### src/rtl/i2cs_pkg.sv
package i2cs_pkg;

    localparam logic [6:0] DEF_DEV_ADDR = 7'h68;
    localparam int         BYTE_W       = 8;
    localparam int         SYNC_STAGES  = 2;

    typedef enum logic [3:0] {
        ST_IDLE,
        ST_ADDR,
        ST_AACK_W,
        ST_AACK_R,
        ST_WORD,
        ST_WACK,
        ST_WDATA,
        ST_DACK,
        ST_LOAD,
        ST_TX,
        ST_RACK,
        ST_SKIP
    } slv_state_t;

    function automatic logic addr_hit(input logic [BYTE_W-1:0] b, input logic [6:0] dev);
        return b[BYTE_W-1:1] == dev;
    endfunction

    function automatic int unsigned ring_next(input int unsigned p, input int unsigned depth);
        return (p == depth - 1) ? 0 : p + 1;
    endfunction

endpackage

### src/rtl/i2cs_sync.sv
module i2cs_sync #(
    parameter int W      = 2,
    parameter int STAGES = 2
) (
    input  logic         clk,
    input  logic         rst,
    input  logic [W-1:0] din,
    output logic [W-1:0] lvl,
    output logic [W-1:0] rise,
    output logic [W-1:0] fall
);
    for (genvar i = 0; i < W; i++) begin : g_line
        logic [STAGES-1:0] pipe;
        logic              last;

        always_ff @(posedge clk) begin
            if (rst) begin
                pipe <= '1;
                last <= 1'b1;
            end else begin
                pipe <= {pipe[STAGES-2:0], din[i]};
                last <= pipe[STAGES-1];
            end
        end

        assign lvl[i]  = pipe[STAGES-1];
        assign rise[i] = pipe[STAGES-1] & ~last;
        assign fall[i] = ~pipe[STAGES-1] & last;
    end
endmodule

### src/rtl/i2cs_ptr.sv
module i2cs_ptr import i2cs_pkg::*; #(
    parameter int DEPTH = 8,
    localparam int PTR_W = $clog2(DEPTH)
) (
    input  logic             clk,
    input  logic             rst,
    input  logic             load,
    input  logic [PTR_W-1:0] load_val,
    input  logic             step,
    output logic [PTR_W-1:0] ptr
);
    always_ff @(posedge clk) begin
        if (rst) begin
            ptr <= '0;
        end else if (load) begin
            ptr <= load_val;
        end else if (step) begin
            ptr <= PTR_W'(ring_next(32'(ptr), DEPTH));
        end
    end
endmodule

### src/rtl/i2cs_engine.sv
module i2cs_engine import i2cs_pkg::*; #(
    parameter logic [6:0] DEV_ADDR = DEF_DEV_ADDR,
    parameter int         PTR_W    = 3
) (
    input  logic              clk,
    input  logic              rst,
    input  logic              scl_q,
    input  logic              scl_rise,
    input  logic              scl_fall,
    input  logic              sda_q,
    input  logic              sda_rise,
    input  logic              sda_fall,
    input  logic [BYTE_W-1:0] rbyte,
    output logic              sda_pull,
    output logic              start_det,
    output logic              wr_strobe,
    output logic [BYTE_W-1:0] wbyte,
    output logic              rd_strobe,
    output logic              ptr_load,
    output logic [PTR_W-1:0]  ptr_load_val,
    output logic              ptr_step
);
    localparam logic [3:0] BITS = 4'(BYTE_W);

    slv_state_t        st;
    logic [BYTE_W-1:0] shreg;
    logic [3:0]        cnt;
    logic              mack;
    logic              wr_q;
    logic              stop_det;
    logic              byte_end;

    assign start_det = sda_fall & scl_q;
    assign stop_det  = sda_rise & scl_q;
    assign byte_end  = scl_fall && (cnt == BITS);

    always_ff @(posedge clk) begin
        if (rst) begin
            st    <= ST_IDLE;
            shreg <= '0;
            cnt   <= '0;
            mack  <= 1'b0;
            wr_q  <= 1'b0;
            wbyte <= '0;
        end else begin
            wr_q <= 1'b0;
            if (start_det) begin
                st  <= ST_ADDR;
                cnt <= '0;
            end else if (stop_det) begin
                st <= ST_IDLE;
            end else begin
                unique case (st)
                    ST_ADDR, ST_WORD, ST_WDATA: begin
                        if (scl_rise && cnt != BITS) begin
                            shreg <= {shreg[BYTE_W-2:0], sda_q};
                            cnt   <= cnt + 4'd1;
                        end
                        if (byte_end) begin
                            cnt <= '0;
                            if (st == ST_ADDR) begin
                                if (addr_hit(shreg, DEV_ADDR))
                                    st <= shreg[0] ? ST_AACK_R : ST_AACK_W;
                                else
                                    st <= ST_SKIP;
                            end else if (st == ST_WORD) begin
                                st <= ST_WACK;
                            end else begin
                                st    <= ST_DACK;
                                wr_q  <= 1'b1;
                                wbyte <= shreg;
                            end
                        end
                    end
                    ST_AACK_W: if (scl_fall) st <= ST_WORD;
                    ST_AACK_R: if (scl_fall) st <= ST_LOAD;
                    ST_WACK, ST_DACK: if (scl_fall) st <= ST_WDATA;
                    ST_LOAD: begin
                        shreg <= rbyte;
                        cnt   <= '0;
                        st    <= ST_TX;
                    end
                    ST_TX: begin
                        if (scl_fall) begin
                            shreg <= {shreg[BYTE_W-2:0], 1'b1};
                            cnt   <= cnt + 4'd1;
                            if (cnt == BITS - 4'd1) st <= ST_RACK;
                        end
                    end
                    ST_RACK: begin
                        if (scl_rise) mack <= ~sda_q;
                        if (scl_fall) st <= mack ? ST_LOAD : ST_SKIP;
                    end
                    default: ;
                endcase
            end
        end
    end

    always_comb begin
        unique case (st)
            ST_AACK_W, ST_AACK_R, ST_WACK, ST_DACK: sda_pull = 1'b1;
            ST_TX:                                  sda_pull = ~shreg[BYTE_W-1];
            default:                                sda_pull = 1'b0;
        endcase
    end

    assign wr_strobe    = wr_q;
    assign rd_strobe    = (st == ST_LOAD);
    assign ptr_load     = (st == ST_WORD) && byte_end;
    assign ptr_load_val = shreg[PTR_W-1:0];
    assign ptr_step     = wr_q || ((st == ST_RACK) && scl_fall && mack);
endmodule

### src/rtl/i2cs_port.sv
module i2cs_port import i2cs_pkg::*; #(
    parameter logic [6:0] DEV_ADDR = DEF_DEV_ADDR,
    parameter int         DEPTH    = 8,
    localparam int        PTR_W    = $clog2(DEPTH)
) (
    input  logic              clk,
    input  logic              rst,
    input  logic              scl_in,
    input  logic              sda_in,
    output logic              sda_pull,
    output logic [PTR_W-1:0]  reg_idx,
    output logic              reg_wr,
    output logic [BYTE_W-1:0] reg_wbyte,
    output logic              reg_rd,
    input  logic [BYTE_W-1:0] reg_rbyte
);
    logic [1:0]       lvl, rise, fall;
    logic             scl_q, start_q;
    logic             ptr_load, ptr_step;
    logic [PTR_W-1:0] ptr_load_val;

    i2cs_sync #(.W(2), .STAGES(SYNC_STAGES)) u_sync (
        .clk  (clk),
        .rst  (rst),
        .din  ({sda_in, scl_in}),
        .lvl  (lvl),
        .rise (rise),
        .fall (fall)
    );

    assign scl_q = lvl[0];

    i2cs_engine #(.DEV_ADDR(DEV_ADDR), .PTR_W(PTR_W)) u_engine (
        .clk          (clk),
        .rst          (rst),
        .scl_q        (scl_q),
        .scl_rise     (rise[0]),
        .scl_fall     (fall[0]),
        .sda_q        (lvl[1]),
        .sda_rise     (rise[1]),
        .sda_fall     (fall[1]),
        .rbyte        (reg_rbyte),
        .sda_pull     (sda_pull),
        .start_det    (start_q),
        .wr_strobe    (reg_wr),
        .wbyte        (reg_wbyte),
        .rd_strobe    (reg_rd),
        .ptr_load     (ptr_load),
        .ptr_load_val (ptr_load_val),
        .ptr_step     (ptr_step)
    );

    i2cs_ptr #(.DEPTH(DEPTH)) u_ptr (
        .clk      (clk),
        .rst      (rst),
        .load     (ptr_load),
        .load_val (ptr_load_val),
        .step     (ptr_step),
        .ptr      (reg_idx)
    );
endmodule

### config.mk
export PLATFORM = sky130hd
export DESIGN_NAME = i2cs_port
export DESIGN_NICKNAME = d
export VERILOG_FILES = /design/src/rtl/i2cs_pkg.sv /design/src/rtl/i2cs_sync.sv /design/src/rtl/i2cs_ptr.sv /design/src/rtl/i2cs_engine.sv /design/src/rtl/i2cs_port.sv
export SDC_FILE = /design/constraint.sdc
export NUM_CORES = 1
export LEC_CHECK = 0
export ABC_AREA = 1
export BUFFER_PORTS_ARGS = -buffer_cell sky130_fd_sc_hd__buf_2
export CAP_MARGIN = 40
export CORE_ASPECT_RATIO = 1.25
export CORE_UTILIZATION = 30
export DETAILED_ROUTE_END_ITERATION = 6
export PLACE_DENSITY_LB_ADDON = 0.3
export SLEW_MARGIN = 20
export SYNTH_ARGS = -nofsm -noshare
export SYNTH_HDL_FRONTEND = slang
export SYNTH_SLANG_ARGS = --single-unit
### constraint.sdc
create_clock -name clk -period 1.45 [get_ports clk]
set_input_delay 0.145 -clock clk [delete_from_list [all_inputs] [get_ports clk]]
set_output_delay 0.145 -clock clk [all_outputs]
set_load 0.005 [all_outputs]
==> reports/qor.txt <==
Max clock buf depth -> 2
WL/cell -> 12.02 µm
Final period util -> 104.0%
Initial Util -> 31.79%
gr usage total -> 16.34%
vias per inst -> 4.596
Final Hold Fails -> 0
number of routed nets with antenna violations -> 0
Clk Latency, worst-skew pair -> 0.28 ns
largest area contributor in the netlist -> dfxtp_1
top cell type's share of synthesized area -> 37.38%
most common cell after layout, fill and taps aside -> nand2_1
Placeable Area -> 0.005896 mm²
register area share after synthesis -> 37.38%
Yosys reg bits -> 35
crit path max-delay cell type -> dfxtp_2
Final WS setup -> -0.05839 ns
Root Driver -> clkbuf_8
DRT iter0 DRCs -> 55
Post-synth EDFFs -> 0
vias in the first global route -> 1890
layout cell share with drive strength beyond 1 -> 43.50%
Post-DP HPWL -> 3748 µm
final-report max-slew violation count -> 0
Most used DFF post-synth -> dfxtp_1
status -> complete, but fails checks
Max H-tree Level -> 2
GR Util met1 -> 19.82%
fraction of registers with async set/reset -> 0%
global-route wire length before repair -> 8445 µm
FP Rows -> 31
TritonCTS clock tree -> built
Critical path buffers and inverters -> 3
grt peak-use layer -> met2
worst slew pin tran -> 0.2470 ns
CP delay by family, top -> flip-flops
grt met3 use -> 2.009%
Die W -> 72.70 µm
Synth Warn # -> 0
most frequent cells in the layout -> nand2_1, buf_4, nor2_1
failing checks -> negative setup slack
drt pass-1 iters -> 4
CP required -> 1.31 ns
clock sink count -> 35
M2 GR Usage -> 27.88%
clock skew -> 0.005802 ns
fin nets -> 370
placed instance area -> 0.002387 mm²
port buffer count -> 25
DR DRC count -> 0
pin count of the biggest net entering global routing -> 15
TritonCTS Buffers -> 5
Synth Net Count -> 293
critical path arrival -> 1.36 ns
# diodes -> 0
PD cells -> 720.7 mW/mm²
Pleak -> 1.330 nW
critical path's largest stage delay -> 0.36 ns
critical path startpoint category -> flip-flop
vias post-DR -> 2004
clock-pin slew on the worst setup and hold paths -> 0.07 ns
Synth Instances -> 277
RSZ-0062 raised after global routing -> true
Slew HR -> 83.41%
Setup CP Type -> flip-flop to primary output
die height -> 90.37 µm
initial antenna violation count -> 0
Finished Core Util -> 48.24%
grt total ovfl -> 0
number of setup violations in the final report -> 6
largest cells by area after synthesis -> dfxtp_1, nand2_1, nor2_1, o21ai_0, inv_1
post-layout min period -> 1.508 ns
Hold WC Path Type -> input pin to flip-flop
Synth cell types -> 31
max-cap violations -> 0
Synth Cell Area -> 0.001874 mm²
fillers -> 591
Non-Filler Cell Area, Final -> 0.002844 mm²
RePlAce Congestion -> 0.8449
Post-Syn Area per Cell -> 6.766 µm²
Max IR drop VDD -> 0.0004734 V
fmax -> 663.0 MHz
# IOs -> 26
CP endpoint kind -> primary output
CP Max Fanout -> 5
crit path cell chain -> buf_4 -> nand2_1 -> nor2_4 -> inv_2 -> o21bai_1 -> buf_2
Die Area -> 0.006569 mm²
drt total wl -> 5239 µm
Layout area overhead -> 51.74%
[final timing paths]
| path | to | slack [ns] | cells past startpoint | start |
|---|---|---|---|---|
| worst min-delay path | u_sync.g_line[0].pipe[0] | 0.04 | 2 | scl_in |
| worst max-delay path | sda_pull | -0.06 | 6 | u_engine.st[0] |
| worst min register to register | u_sync.g_line[1].pipe[1] | 0.41 | 1 | u_sync.g_line[1].pipe[0] |
| worst max register to register | u_engine.st[2] | -0.04 | 11 | u_engine.st[0] |
[Yosys cell counts (3+ instances only)]
library cell	instances
nand3_1	16
a211oi_1	6
or2_2	4
a21oi_1	10
nand2_1	65
nor2_1	45
o21ai_0	29
dfxtp_1	35
nor2_2	3
nand2_2	3
inv_1	32
ha_1	4
nor2_4	3
[registers in the layout, indices dropped and copies added (netlist names)]
name / count
u_engine.shreg: 8
u_engine.wbyte: 8
u_engine.cnt: 4
u_engine.st: 4
u_sync.g_line.pipe: 4
u_ptr.ptr: 3
u_sync.g_line.last: 2
u_engine.mack: 1
u_engine.wr_strobe: 1
[kinds of logic after synthesis]
group	Yosys count	share of synthesized area, %
AND/OR/NAND/NOR	145	34.58
AO/OA/AOI/OAI	52	16.09
buffers and inverters	39	8.345
flip-flops	35	37.38
adder cells (fa/ha/maj)	4	2.670
XOR/XNOR	2	0.9348
[metrics by stage]
step	setup WS, ns	cells	power [mW]	hold WS, ns	setup TNS (ns)
floorplan	0.02958	277	1.181	0.2211	0
global placement	-0.1167	417	1.295	0.3285	-1.238
detailed placement	-0.1316	417	1.296	0.3299	-1.556
CTS	-0.09032	431	2.038	0.03570	-0.5789
global route	-0.1284	436	2.147	0.04142	-2.227
finish	-0.05839	436	2.050	0.04449	-0.1833
[cell type report]
class                      count  area, µm²  area share (%)
clock buffer                   6      82.58           2.904
tap                           82      102.6           3.608
inverter                      34      137.6           4.839
timing repair buffer          74      551.8           19.40
multi-input combinational    204       1250           43.95
clock inverter                 1      5.005          0.1760
sequential                    35      714.4           25.12
[power breakdown]
| part | switching (mW) | internal (mW) | total [mW] |
|---|---|---|---|
| sequential | 0.0231 | 0.988 | 1.01 |
| clock | 0.346 | 0.373 | 0.719 |
| combinational | 0.179 | 0.141 | 0.319 |
| total | 0.548 | 1.50 | 2.05 |
[what timing repair did]
action	in CTS	in global routing
endpoints found under the setup margin	27	30
hold buffers	0	0
gates resized for setup	36	51
cloned	1	0
buffers inserted	6	5
pin swaps	21	28
[layer usage]
metal	part of all wire, %	routed length, µm
met1	43	2257
met2	51	2647
met3	3.3	171
met4	3.1	162
met5	0	0
[worst register-to-register path, stage by stage, from the launching register on]
cell and delay (ns):
dfxtp_2 0.36, buf_4 0.13, nand2_1 0.09, nor2_4 0.16, buf_4 0.15, nor2_4 0.04, nand3_2 0.06, nand2_2 0.07
nand2_4 0.09, inv_2 0.06, nor2_1 0.12, nor2_1 0.07
Note: power is estimated with default switching activity, not from simulation.
